**src/rtl/operand_bypass.sv**
```systemverilog
module operand_bypass #(
  parameter int REG_W  = 5,
  parameter int DATA_W = 32
) (
  input  logic              clk,
  input  logic              rst_n,
  input  logic [REG_W-1:0]  src_a_idx,
  input  logic [REG_W-1:0]  src_b_idx,
  input  logic [DATA_W-1:0] rf_a_data,
  input  logic [DATA_W-1:0] rf_b_data,
  input  logic [REG_W-1:0]  exm_dst,
  input  logic              exm_wen,
  input  logic [DATA_W-1:0] exm_result,
  input  logic [REG_W-1:0]  mwb_dst,
  input  logic              mwb_wen,
  input  logic [DATA_W-1:0] mwb_value,
  output logic [1:0]        sel_a,
  output logic [1:0]        sel_b,
  output logic [DATA_W-1:0] op_a,
  output logic [DATA_W-1:0] op_b,
  output logic [DATA_W-1:0] op_a_q,
  output logic [DATA_W-1:0] op_b_q
);
  localparam logic [1:0] SEL_RF  = 2'b00;
  localparam logic [1:0] SEL_EXM = 2'b10;
  localparam logic [1:0] SEL_MWB = 2'b01;
  localparam logic [REG_W-1:0] ZERO_REG = '0;

  logic exm_live, mwb_live;
  assign exm_live = exm_wen && (exm_dst != ZERO_REG);
  assign mwb_live = mwb_wen && (mwb_dst != ZERO_REG);

  function automatic logic [1:0] pick(input logic [REG_W-1:0] src);
    if (exm_live && exm_dst == src)      return SEL_EXM;
    else if (mwb_live && mwb_dst == src) return SEL_MWB;
    else                                 return SEL_RF;
  endfunction

  assign sel_a = pick(src_a_idx);
  assign sel_b = pick(src_b_idx);

  function automatic logic [DATA_W-1:0] route(input logic [1:0] s,
                                              input logic [DATA_W-1:0] rf);
    case (s)
      SEL_EXM: return exm_result;
      SEL_MWB: return mwb_value;
      default: return rf;
    endcase
  endfunction

  assign op_a = route(sel_a, rf_a_data);
  assign op_b = route(sel_b, rf_b_data);

  always_ff @(posedge clk or negedge rst_n) begin
    if (!rst_n) begin
      op_a_q <= '0;
      op_b_q <= '0;
    end else begin
      op_a_q <= op_a;
      op_b_q <= op_b;
    end
  end
endmodule

```
**config.mk**
```make
export PLATFORM = sky130hd
export DESIGN_NAME = operand_bypass
export DESIGN_NICKNAME = d
export VERILOG_FILES = /design/src/rtl/operand_bypass.sv
export SDC_FILE = /design/constraint.sdc
export NUM_CORES = 1
export LEC_CHECK = 0
export ABC_AREA = 1
export BUFFER_PORTS_ARGS = -buffer_cell sky130_fd_sc_hd__buf_2
export CAP_MARGIN = 20
export CORE_AREA = 3 3 110 112
export DETAILED_ROUTE_END_ITERATION = 10
export DIE_AREA = 0 0 113 115
export PLACE_DENSITY = 0.64
export SYNTH_ARGS = -nofsm -noshare
export SYNTH_HDL_FRONTEND = slang
export SYNTH_SLANG_ARGS = --single-unit
```
**constraint.sdc**
```tcl
create_clock -name clk -period 1.95 [get_ports clk]
set_input_delay 0 -clock clk [delete_from_list [all_inputs] [get_ports clk]]
set_output_delay 0 -clock clk [all_outputs]
set_load 0.01 [all_outputs]
```
Word-level counts from Yosys, hierarchy flattened
Cells that the tools add are included.
{"block": "totals", "inputBits": 152, "output_inout_bits": 132, "regBits": 64}
{"block": "classes", "reduce_logical": 8, "eq_ne": 8, "mux": 6}
{"operator": "$pmux 32 s2", "count": 2}
{"operator": "$eq 5x5->1", "count": 4}
{"operator": "$reduce_bool 5->1", "count": 2}
{"operator": "$logic_and 1x1->1", "count": 6}
{"operator": "$eq 2x1->1 const B", "count": 2}
{"operator": "$eq 2x2->1 const B", "count": 2}
{"operator": "$mux 2", "count": 2}
{"operator": "$mux 1", "count": 2}

Depth between registers and ports, before layout
{"block": "depth", "word_depth": 7, "mapped_depth": 10, "depth_no_buf": 9}

Worst setup path after synthesis
No wires, ideal clock.
{"block": "synth_timing", "path_kind": "input -> register", "startpoint": "in mwb_dst[0]", "endpoint": "reg op_b_q[10]", "setup_time_ps": 164, "setup_slack_ps": 861, "n_path_buf": 2, "cell_stages": 8, "arrival_ps": 925, "path_cell_list": "buf_4 -> xnor2_1 -> nand2_1 -> nor2_1 -> nand3_2 -> buf_2 -> nand3_1 -> nand3_1"}
{"block": "synth_between", "elab_chain_len": 7, "elab_cells_between_ends": 9}
{"item": "start, declared", "line": "14", "rtl": "input logic [REG_W-1:0] mwb_dst,"}
{"item": "$reduce_bool 5->1", "line": "31", "rtl": "assign mwb_live = mwb_wen && (mwb_dst != ZERO_REG);"}
{"item": "$logic_and 1x1->1", "line": "31"}
{"item": "$logic_and 1x1->1 (*)", "line": "35", "rtl": "else if (mwb_live && mwb_dst == src) return SEL_MWB;"}
{"item": "$mux 1 (*)", "line": "35"}
{"item": "$mux 2 (*)", "line": "34", "rtl": "if (exm_live && exm_dst == src) return SEL_EXM;"}
{"item": "$eq 2x1->1 or $eq 2x2->1 (tied branches)", "line": "44", "rtl": "case (s)"}
{"item": "$pmux 32 s2 (*)", "line": "44"}
{"item": "net op_b[10]", "line": "20", "rtl": "output logic [DATA_W-1:0] op_b,"}
{"item": "end signal, assigned", "line": "60", "rtl": "op_b_q <= op_b;"}
{"item": "end, declared", "line": "22", "rtl": "output logic [DATA_W-1:0] op_b_q"}
Mark *: on every way through the listed nets, which the timed path passes. The rest lies on a longest branch.

Final worst setup path
{"block": "layout_timing", "startpoint": "in mwb_dst[4]", "endpoint": "reg op_b_q[13]"}
{"block": "layout_between", "elab_chain_len": 7, "elab_cells_between_ends": 9}
{"item": "$reduce_bool 5->1", "line": "31"}
{"item": "$logic_and 1x1->1", "line": "31"}
{"item": "$logic_and 1x1->1 (*)", "line": "35"}
{"item": "$mux 1 (*)", "line": "35"}
{"item": "$mux 2 (*)", "line": "34"}
{"item": "$eq 2x1->1 or $eq 2x2->1 (tied branches)", "line": "44"}
{"item": "$pmux 32 s2 (*)", "line": "44"}
Mark *: on every way between the ends. The rest lies on a longest branch, timed or not.

==> flow_summary.html <==
<table>
<tr><th>Metric</th><th>Value</th></tr>
<tr><th colspan="2">Timing</th></tr>
<tr><td>Post-route setup slack</td><td>0.280 ns</td></tr>
<tr><td>Highest Clock Rate</td><td>599 MHz</td></tr>
<tr><td>Minimum clock period</td><td>1.67 ns</td></tr>
<tr><td>Unrepaired setup endpoints after global routing</td><td>false</td></tr>
<tr><td>Hold Slack</td><td>about 0.027 ns</td></tr>
<tr><td>Max-slew violations</td><td>0</td></tr>
<tr><td>Worst slew pin tran</td><td>0.621 ns</td></tr>
<tr><td>Total count of hold-check failures in the final report</td><td>0</td></tr>
<tr><td>Worst-case headroom to the max-slew limit</td><td>58.6%</td></tr>
<tr><td>Setup TNS</td><td>0 ns</td></tr>
<tr><td>Share of the clock period used by the worst path</td><td>85.6%</td></tr>
<tr><td>Number of setup violations in the final report</td><td>0</td></tr>
<tr><th colspan="2">Route</th></tr>
<tr><td>Via count</td><td>between 5,000 and 6,000</td></tr>
<tr><td>Vias/cell</td><td>5.21</td></tr>
<tr><td>DRC violation count after routing</td><td>0</td></tr>
<tr><td>DRC violation total after the first TritonRoute iteration</td><td>slightly below 600</td></tr>
<tr><td>Average wire length per cell after detail routing</td><td>17.6 um</td></tr>
<tr><td>Pre-Repair DR Iteration Count</td><td>8</td></tr>
<tr><td>Total wire length after detailed routing</td><td>17.7 mm</td></tr>
<tr><td>Antenna viol nets, final</td><td>0</td></tr>
<tr><th colspan="2">Clock network</th></tr>
<tr><td>Buffer type at the clock tree root</td><td>clkbuf_16</td></tr>
<tr><td>Count of clock tree sinks</td><td>64</td></tr>
<tr><td>Largest buffer count on any clock path</td><td>2</td></tr>
<tr><td>CTS tree</td><td>yes</td></tr>
<tr><td>Total number of H-tree levels</td><td>3</td></tr>
<tr><td>Clock transition at the registers of the reported paths</td><td>roughly 0.05 ns</td></tr>
<tr><td>Number of buffers inserted by post-CTS setup repair</td><td>0</td></tr>
<tr><td>Clock buffer count from CTS</td><td>9</td></tr>
<tr><th colspan="2">Place</th></tr>
<tr><td>Port-buffer cells</td><td>283</td></tr>
<tr><td>Placed cell areas</td><td>5080 um^2</td></tr>
<tr><td>RePlAce Congestion</td><td>0.880</td></tr>
<tr><td>Placed wire-length estimate after detailed placement</td><td>12.1 mm</td></tr>
<tr><td>Dpl ws</td><td>~0.4 ns</td></tr>
<tr><th colspan="2">Synthesis</th></tr>
<tr><td>FF+latch count, synth</td><td>64</td></tr>
<tr><td>Register area share after synthesis</td><td>44.6%</td></tr>
<tr><td>Mapped Nets</td><td>604</td></tr>
<tr><td>Average instance area after synthesis</td><td>approximately 7.9 um^2</td></tr>
<tr><td>Combined area of all synthesized cells</td><td>3590 um^2</td></tr>
<tr><td>Post-synth top area share</td><td>44.6%</td></tr>
<tr><td>Number of instances in the synthesized netlist</td><td>452</td></tr>
<tr><td>Biggest area contributors in the synthesized netlist</td><td>dfrtp_1, nand3_1, nand2_1</td></tr>
<tr><td>Area leader, netlist</td><td>dfrtp_1</td></tr>
<tr><td>Count of different cell masters after synthesis</td><td>18</td></tr>
<tr><td>Synthesis Warnings</td><td>0</td></tr>
<tr><th colspan="2">Final layout</th></tr>
<tr><td>Most common cell after layout, fill and taps aside</td><td>buf_2</td></tr>
<tr><td># nets final</td><td>approximately 1,000</td></tr>
<tr><td>Final instance area</td><td>between 6000 and 7000 um^2</td></tr>
<tr><td>Share of post-route cells with drive strength above 1</td><td>38.3%</td></tr>
<tr><td>Layout overhead on the synthesized area</td><td>85.4%</td></tr>
<tr><td>Number of inserted filler cells in the final layout</td><td>1,008</td></tr>
<tr><td>Top library cells by usage in the layout, fill and taps aside</td><td>buf_2, nand3_1, dlygate4sd3_1</td></tr>
<tr><th colspan="2">Pwr</th></tr>
<tr><td>IR Drop Worst-Case VDD</td><td>0.459 mV</td></tr>
<tr><td>Total chip power</td><td>4120 uW</td></tr>
<tr><td>Sequential group share of total power</td><td>35.3%</td></tr>
<tr><td>Share of total power in the clock network</td><td>between 30% and 40%</td></tr>
<tr><td>Sw frac</td><td>28.6%</td></tr>
<tr><td>Ratio of total power to cell area</td><td>approximately 600 nW/um^2</td></tr>
<tr><td>Sw power</td><td>~1200 uW</td></tr>
<tr><td>Pint</td><td>2940 uW</td></tr>
<tr><td>Leakage Power</td><td>between 0.003 and 0.004 uW</td></tr>
<tr><td>Share of total power in combinational logic</td><td>26.5%</td></tr>
<tr><th colspan="2">Worst setup path</th></tr>
<tr><td>Series of cell instances along the critical path</td><td>buf_2, xnor2_1, nor2b_1, nand3_4, buf_12, nand3_1, nand3_1, dlygate4sd3_1</td></tr>
<tr><td>Cell seen most often among critical-path stages</td><td>nand3_1</td></tr>
<tr><td>Critical path launch point</td><td>mwb_dst[4]</td></tr>
<tr><td>Setup crit start kind</td><td>input pin</td></tr>
<tr><td>Category of the critical setup timing path</td><td>in -&gt; reg</td></tr>
<tr><td>Max stage delay cell, worst path</td><td>dlygate4sd3_1</td></tr>
<tr><td>Category of the worst setup path capture point</td><td>flop</td></tr>
<tr><td>Crit-path max FO</td><td>19</td></tr>
<tr><td>Required arrival time at the worst endpoint</td><td>~2.2 ns</td></tr>
<tr><td>Data arrival time of the critical path</td><td>1.87 ns</td></tr>
<tr><td>Maximum single-stage delay on the critical path</td><td>around 0.58 ns</td></tr>
<tr><th colspan="2">Global routing</th></tr>
<tr><td>Gr busiest metal</td><td>met2</td></tr>
<tr><td>Global routing usage on met3</td><td>7.16%</td></tr>
<tr><td>Largest net degree at the start of global routing</td><td>40</td></tr>
<tr><td>Overall fraction of global-route tracks in use</td><td>26.2%</td></tr>
<tr><td>Antenna violations before repair</td><td>3</td></tr>
<tr><td>Vias in the first global route</td><td>5,210</td></tr>
<tr><td>Grt met2 use</td><td>46.2%</td></tr>
<tr><td>Total grt overflow</td><td>0</td></tr>
<tr><td>First-pass GRT wire length</td><td>around 27 mm</td></tr>
<tr><td>Global-route met1 utilization</td><td>29.2%</td></tr>
<tr><th colspan="2">Hold path</th></tr>
<tr><td>Hold wc startpoint</td><td>mwb_value[14]</td></tr>
<tr><td>Worst min path class</td><td>in -&gt; reg</td></tr>
<tr><th colspan="2">Die</th></tr>
<tr><td>Number of core rows</td><td>39</td></tr>
<tr><td>Die height</td><td>approximately 120 um</td></tr>
<tr><td>Die outline width</td><td>between 100 and 150 um</td></tr>
<tr><td>Area of the core</td><td>11,300 um^2</td></tr>
<tr><td>Initial standard-cell utilization of the core</td><td>31.7%</td></tr>
<tr><td>Boundary pin count</td><td>284</td></tr>
<tr><td>Overall die area</td><td>around 13,000 um^2</td></tr>
<tr><th colspan="2">Job</th></tr>
<tr><td>Total of max-cap violations</td><td>0</td></tr>
<tr><th colspan="2">Run status</th></tr>
<tr><td>Result of the run</td><td>finished clean</td></tr>
</table>
[cells by family after synthesis]
logic type             after synthesis  synth area share [%]
flip-flops                          64                  44.6
AND/OR/NAND/NOR                    326                  43.2
buffers and inverters               50                  9.27
XOR/XNOR                            12                  2.93
[power groups by stage]
stage / clock network [uW] / logic [uW] / registers [uW]
final: 1570 / 1090 / 1450
after global routing: 1640 / 1180 / 1460
after CTS: 1580 / 1070 / 1450
after detailed placement: 0 / 831 / 1470
after global placement: 0 / 821 / 1470
after floorplan: 0 / 294 / 1530
[registers in the layout (all words and copies together), names as in the netlist]
signal	flops
op_a_q	32
op_b_q	32
[cells in the mapped netlist, drive strengths merged]
cell type,number
buf,32
xor2,6
nand2,106
clkbuf,1
nand3,199
inv,17
nor2b,2
dfrtp,64
xnor2,6
nand3b,1
nor2,18
[per-layer routing]
metal  share of wire (%)  wire length (um)  vias up
met5                   0                 0        -
met4                 4.6               813        0
met3                 9.8              1740       73
met2                  50              8870      362
met1                  35              6250     2472
li1                    -                 -     2331
[metrics by stage]
step	utilization, %	cells
final	58.8	1005
after global routing	58.8	1005
after CTS	58.7	1002
after detailed placement	44.9	859
after global placement	44.9	859
after floorplan	-	452
[path summary, 6_finish.rpt]
path	end	slack, ns	depth (start not counted)
max	op_b_q[13]	0.28	8
min in group asynchronous	op_a_q[8]	0.23	2
max in group asynchronous	op_a_q[3]	1.06	3
min	op_a_q[14]	0.03	3
[worst max-delay path: cells and delay by family]
kind / cells / cell delay [ns]
buf+inv: 3 / 0.95
simple gates: 4 / 0.68
xor+xnor: 1 / 0.23
[final cells by class]
cell class | count | area [um^2] | area share (%)
Clock buffer | 14 | 274 | 4.12
Timing Repair Buffer | 424 | 2860 | 42.9
Tap cell | 143 | 179 | 2.69
Antenna cell | 3 | 7.51 | 0.113
Clock inverter | 2 | 12.5 | 0.188
Inverter | 17 | 63.8 | 0.958
Multi-Input combinational cell | 338 | 1660 | 25.0
Sequential cell | 64 | 1600 | 24.1
[timing repair]
item / 4_1_cts / 5_1_grt
hold endpoints to repair: 89 / 0
setup endpoints to repair: 0 / 6
hold buffers: 127 / 0
resized for setup: 0 / 1
No activity file was read; power rests on OpenSTA's default activity.
